`src/rtl/stage_fifo_writer.sv`:
```
module stage_fifo_writer #(
  parameter int DEPTH = 8,
  parameter int LANES = 8
) (
  input  logic                 clk,
  input  logic                 rst_n,
  input  logic                 wr_en,
  input  logic [LANES-1:0]     wr_be,
  input  logic [LANES*8-1:0]   wr_data,
  input  logic                 eom,
  output logic                 pop_valid,
  input  logic                 pop_ready,
  output logic [LANES*8-1:0]   pop_data,
  output logic                 dup_err,
  output logic                 ovf_flag
);
  localparam int DW = LANES * 8;
  localparam int AW = (DEPTH > 1) ? $clog2(DEPTH) : 1;
  localparam int CW = $clog2(DEPTH + 1);

  logic [LANES-1:0] mask, nmask;
  logic [DW-1:0]    stage, ndata;
  logic [DW-1:0]    mem [DEPTH];
  logic [AW-1:0]    wp, rp;
  logic [CW-1:0]    cnt;

  wire dup  = wr_en && |(wr_be & mask);
  wire take = wr_en && !dup;
  wire want = (&nmask) || (eom && |nmask);
  wire full = (cnt == CW'(DEPTH));
  wire push = want && !full;
  wire pop  = pop_valid && pop_ready;

  always_comb begin
    nmask = take ? (mask | wr_be) : mask;
    ndata = stage;
    for (int i = 0; i < LANES; i++)
      if (take && wr_be[i]) ndata[i*8 +: 8] = wr_data[i*8 +: 8];
  end

  assign pop_valid = (cnt != '0);
  assign pop_data  = mem[rp];

  always_ff @(posedge clk or negedge rst_n) begin
    if (!rst_n) begin
      mask     <= '0;
      stage    <= '0;
      wp       <= '0;
      rp       <= '0;
      cnt      <= '0;
      dup_err  <= 1'b0;
      ovf_flag <= 1'b0;
    end else begin
      dup_err <= dup;
      if (want) begin
        mask  <= '0;
        stage <= '0;
        if (full) ovf_flag <= 1'b1;
      end else begin
        mask  <= nmask;
        stage <= ndata;
      end
      if (push) wp <= (wp == AW'(DEPTH - 1)) ? '0 : wp + 1'b1;
      if (pop)  rp <= (rp == AW'(DEPTH - 1)) ? '0 : rp + 1'b1;
      case ({push, pop})
        2'b10:   cnt <= cnt + 1'b1;
        2'b01:   cnt <= cnt - 1'b1;
        default: cnt <= cnt;
      endcase
    end
  end

  always_ff @(posedge clk)
    if (push) mem[wp] <= ndata;

  always_comb
    if (rst_n) assert_cnt_bound_R8: assert (cnt <= CW'(DEPTH));

  assert_dup_pulse_R3: assert property (@(posedge clk) disable iff (!rst_n)
    (wr_en && |(wr_be & mask)) |=> dup_err);

  assert_dup_no_push_R4: assert property (@(posedge clk) disable iff (!rst_n)
    (wr_en && |(wr_be & mask) && !eom && !pop_ready) |=> $stable(cnt) && $stable(stage));

  assert_full_word_visible_R2: assert property (@(posedge clk) disable iff (!rst_n)
    (wr_en && wr_be == '1 && mask == '0 && cnt == '0) |=> pop_valid && pop_data == $past(wr_data));

  assert_empty_eom_R6: assert property (@(posedge clk) disable iff (!rst_n)
    (eom && !wr_en && mask == '0 && !pop_valid) |=> !pop_valid);

  assert_ovf_sticky_R7: assert property (@(posedge clk) disable iff (!rst_n)
    ovf_flag |=> ovf_flag);

  assert_stall_hold_R8: assert property (@(posedge clk) disable iff (!rst_n)
    (pop_valid && !pop_ready) |=> pop_valid && $stable(pop_data));
endmodule

```
`config.mk`:
```
export PLATFORM = sky130hd
export DESIGN_NAME = stage_fifo_writer
export DESIGN_NICKNAME = d
export VERILOG_FILES = /design/src/rtl/stage_fifo_writer.sv
export SDC_FILE = /design/constraint.sdc
export NUM_CORES = 1
export LEC_CHECK = 0
export BUFFER_PORTS_ARGS = -buffer_cell sky130_fd_sc_hd__buf_2
export CAP_MARGIN = 20
export CORE_ASPECT_RATIO = 1.1
export CORE_MARGIN = 4
export CORE_UTILIZATION = 60
export CTS_CLUSTER_SIZE = 40
export DETAILED_ROUTE_END_ITERATION = 7
export PLACE_DENSITY = 0.81
export SYNTH_ARGS = -nofsm -noshare
export SYNTH_HDL_FRONTEND = slang
export SYNTH_SLANG_ARGS = --single-unit
```
`constraint.sdc`:
```
create_clock -name clk -period 8 [get_ports clk]
set_input_delay 1.6 -clock clk [delete_from_list [all_inputs] [get_ports clk]]
set_output_delay 1.6 -clock clk [all_outputs]
set_load 0.01 [all_outputs]
```
After elaboration in Yosys (flattened, before gate mapping)
Memory sizes are Yosys's and may differ from the RTL's.
Index checks and enable logic that the tools add are counted.

word-level totals
  logic and storage cells = 57
  output and inout bits = 67
  memories = 1
  register bits = 84
  bits in writable memories = 512
  bits in latches = 0
  input port bits = 77
  memory bits (read-only) = 0

memory list
  memory  depth  width  read ports  clocked after memory_dff  write ports  RTL line  source
  mem     8      64     1           0                         1            23        logic [DW-1:0] mem [DEPTH];

operators by class
  div/mod/pow operators = 0
  bitwise gates (word level) = 2
  multiply operators = 0
  muxes and demuxes = 16
  reduce and logical (&&, ||, !) cells = 22
  order comparisons = 0
  shift operators = 0
  add/sub/neg operators = 4
  equal/unequal tests = 5

operators by type and width
  kind                 count
  $mux 8               10
  $mux 64              1
  $reduce_or 8->1      2
  $logic_and 1x1->1    13
  $and 8x8->8          1
  $or 8x8->8           1
  $pmux 4 s2           1
  $reduce_and 8->1     1
  $add 3x1->3 const B  2
  $eq 3x3->1 const B   2
  $mux 3               2
  $add 4x1->4 const B  1
  $eq 4x4->1 const B   1
  $reduce_bool 4->1    1
  $sub 4x1->4 const B  1
  $eq 2x1->1 const B   1
  $eq 2x2->1 const B   1
  $logic_not 1->1      2
  $mux 1               2
  $reduce_and 2->1     1
  $reduce_bool 2->1    1
  $logic_or 1x1->1     1

Longest topological paths before layout
  depth after elaboration = 12
  gate-level depth with buffers = 14
  mapped depth without buffers = 13

Least setup slack after synthesis
No wires, ideal clock.

  kind = in2reg
  start = in wr_be[4]
  end = mem mem[6][0] (netlist bit), enable pin
  path buffers = 1
  stages on the path = 7
  setup slack = 0.842 ns
  data required time = 7.479 ns
  arrival time = 6.636 ns
  setup time = 0.521 ns
  cell sequence = a22oi_1 -> nand3_2 -> nor2_2 -> o22ai_1 -> o31a_1 -> buf_6 -> nor4b_2

on the way
  word-level cells in the longest chain between the ends = 12
  elaborated cells between the ends (all ways) = 14
  those cells by class = 3 x mux; 2 x bitwise; 9 x reduce/logical

ends and longest elaborated chain
  element                           RTL line  source
  start, declared                   8         input logic [LANES-1:0] wr_be,
  $and 8x8->8                       27        wire dup = wr_en && |(wr_be & mask);
  $reduce_or 8->1                   27
  $logic_and 1x1->1                 27
  $logic_not 1->1                   28        wire take = wr_en && !dup;
  $logic_and 1x1->1                 28
  $mux 8 (*)                        35        nmask = take ? (mask | wr_be) : mask;
  $reduce_or 8->1                   29        wire want = (&nmask) || (eom && |nmask);
  $logic_and 1x1->1                 29
  $logic_or 1x1->1 (*)              29
  $logic_and 1x1->1 (*)             31        wire push = want && !full;
  $mux 1 (*)                        74        if (push) mem[wp] <= ndata;
  $mux 1 (not written as such) (*)  74
  end, declared                     23

Every way passes the cells marked *; elsewhere a longest branch is shown, timed or not.

Worst setup path in the final report
  start = in wr_be[2]
  end = mem mem[3][34] (netlist bit), enable pin

The elaborated chain is that of the path after synthesis.

==> flow_summary.toml <==
[final_layout]
stdcell_area_sq_um = 26300
utilization_pct = 68.8
final_common_cell = "edfxtp_1"
final_net_count = 1332
final_cells = 1794
area_growth_syn_to_layout_pct = 13.1
final_cell_mix = "edfxtp_1 (512), buf_2 (142), mux2_2 (129), mux4_2 (128), dfrtp_1 (81)"
drive_gt1_share_pct = 40.0

[clock_network]
cts_buffers = 54
clk_path_buf_depth = 3
htree_num_levels = 2
clockRootBuffer = "clkbuf_16"
tritoncts = "yes"
clock_latency_ps = 570
clk_pin_slew_ps = 70
cts.sinks = 596
cts_hold_buffers = 0
cts_resized = 0
post_cts_buffers = 0

[job]
drv_cap = 0

[grt]
grt_busiest_layer = "met2"
grt_pass1_wl_microns = 71900
grt_max_degree = 77
antenna_found_initial = 4
grt_use_met2_pct = 36.9
grt_overflow = 0
grt_use_met3_pct = 3.52
met1_usage_pct = 32.5
first_global_vias = 11637
track_usage_pct = 22.4

[worst_setup_path]
worst_ep_arrival_time_ps = 5540
r2r_end = "mem[3][34]"
critPathMaxFanout = 43
cp.required_ps = 8200
end_kind = "register"
crit_path_start = "wr_be[2]"
r2r_slack_ps = 3370
crit_type = "in2reg"
r2r_cells = 7
critPathLaunchType = "primary input"
crit_end = "mem[3][34]"
r2r_start = "mask[2]"

[synthesis]
synth.avg_cell_area_sq_um = 21.6
syn_nets = 1162
yosysWarnings = 0
syn_inst = 1077
ys.flop_type = "edfxtp_1"
async_flop_share_pct = 14.1
yosys.cell_types.count = 47
ys_ff_latch = 596
syn-cell-area_sq_um = 23200
synth_seq_area_share_pct = 75.3
synth_edf_count = 512

[pwr]
leakage_nw = 9.24
power_density_nw_per_um2 = 378
ir_drop_v = 0.000202

[die]
start_util_pct = 60.8
dieHeight_microns = 214
core_sq_um = 38200
row_count = 75
io-pin-count = 144
die_w_microns = 196
fp.dieArea_sq_um = 41900

[sta]
worstMarginPinSlew_ps = 1130
finalSetupTns_ps = 0
rsz0062_at_grt = "false"
hold_viol = 0
worst_slack_ps = 2660
clock.fmax_mhz = 187
slew_headroom_pct = 24.9
drv_slew = 0
fin_crit_sh_pct = 66.7
period_minus_slack_ps = 5340
setup_viol = 0
fin_skew_ps = 17.5

[routing]
via_per_inst = 6.14
via_count = 11016
wl_microns = 46700
ant_nets = 0
drc_errors = 0
firstDrtPassIters = 5
drtIter0Drc = 866
avgRoutedWirePerCell_microns = 26.0

[placed_design]
io_buffers = 143
routabilityCongestion = 0.798
dpl_cell_area_sq_um = 24600
dp_hpwl_microns = 26400
placed_cells = 1688
dp_slack_ps = 1770

[run_status]
outcome = "completed"

[hold_path]
hp-class = "reg2reg"
==> worst max-delay path, stage by stage <==
cell and delay (ps):
buf_2 130, a22oi_2 400, nand3_1 180, nor2_2 550, o2111ai_1 360, o31a_2 730, nor4_4 950, buf_4 570
==> flip-flops by register name (all words and copies together) (netlist names) <==
signal    count
stage        64
ovf_flag      1
mem         512
mask          8
rp            3
cnt           4
wp            3
dup_err       1
==> power by group <==
group          switching (W)  internal (W)  leakage (nW)
combinational        0.00159       0.00143          2.59
clock                0.00106       0.00132         0.787
sequential          0.000338       0.00419          5.87
==> synth_stat cells, types with 2 or more instances <==
| cell type | number | area [sq um] |
|---|---|---|
| nand2b_1 | 3 | 18.8 |
| nand3_1 | 5 | 25.0 |
| nor4_1 | 4 | 25.0 |
| edfxtp_1 | 512 | 15400 |
| and2_1 | 71 | 444 |
| mux4_2 | 128 | 2880 |
| a21o_1 | 3 | 22.5 |
| nor2_2 | 5 | 31.3 |
| nand2_1 | 12 | 45.0 |
| nor4_2 | 2 | 25.0 |
| a41o_1 | 3 | 30.0 |
| buf_6 | 3 | 33.8 |
| nor4b_2 | 4 | 60.1 |
| xor2_1 | 2 | 17.5 |
| o311ai_0 | 3 | 26.3 |
| mux2_2 | 129 | 1450 |
| buf_1 | 16 | 60.1 |
| nor2_1 | 12 | 45.0 |
| dfrtp_1 | 84 | 2100 |
| and3_1 | 2 | 12.5 |
| inv_1 | 4 | 15.0 |
| a21oi_1 | 2 | 10.0 |
| ha_1 | 7 | 87.6 |
| a22oi_2 | 3 | 37.5 |
| clkbuf_1 | 29 | 109 |
| nor3_1 | 2 | 10.0 |
| xnor2_1 | 2 | 17.5 |
| buf_2 | 2 | 10.0 |
| o21ai_0 | 3 | 15.0 |
| o211ai_1 | 3 | 22.5 |
==> metrics by stage <==
stage | power (W) | hold slack [ps]
floorplan | 0.00659 | 467
CTS | 0.0100 | 523
global placement | 0.00751 | 490
finish | 0.00993 | 527
global route | 0.0104 | 542
detailed placement | 0.00762 | 508
==> worst min path at each step <==
stage,start,endpoint,cells past startpoint
finish,cnt[2],cnt[2],2
global route,cnt[2],cnt[2],2
CTS,cnt[2],cnt[2],2
detailed placement,cnt[2],cnt[2],2
global placement,cnt[3],cnt[3],1
floorplan,cnt[3],cnt[3],1
==> final cells by class <==
class / instances / area [sq um]
Antenna cell: 4 / 10.0
Clock buffer: 76 / 1480
Clock inverter: 23 / 138
Fill cell: 2287 / 11900
Inverter: 4 / 15.0
Multi-Input combinational cell: 426 / 5580
Sequential cell: 596 / 17500
Tap cell: 500 / 626
Timing Repair Buffer: 165 / 943
==> layer usage <==
metal	wire (microns)	vias to the layer above	part of all wire, %
met5	11	-	0.024
met2	24000	446	51
met3	3220	64	6.9
li1	-	4722	-
met4	964	2	2.1
met1	18500	5782	40
==> cells by family (layout without fill, tap and decap cells) <==
logic type | after synthesis | in the layout | share of synthesized area, %
buffers and inverters | 55 | 268 | 1.01
and+or+nand+nor | 129 | 129 | 3.43
AOI/OAI and AO/OA | 27 | 27 | 0.981
other | 0 | 4 | 0
xor gates and xnor gates | 4 | 4 | 0.151
adders and majority gates | 8 | 8 | 0.463
DFF | 596 | 596 | 75.3
muxes | 258 | 258 | 18.7
Note: power is estimated with default switching activity, not from simulation.
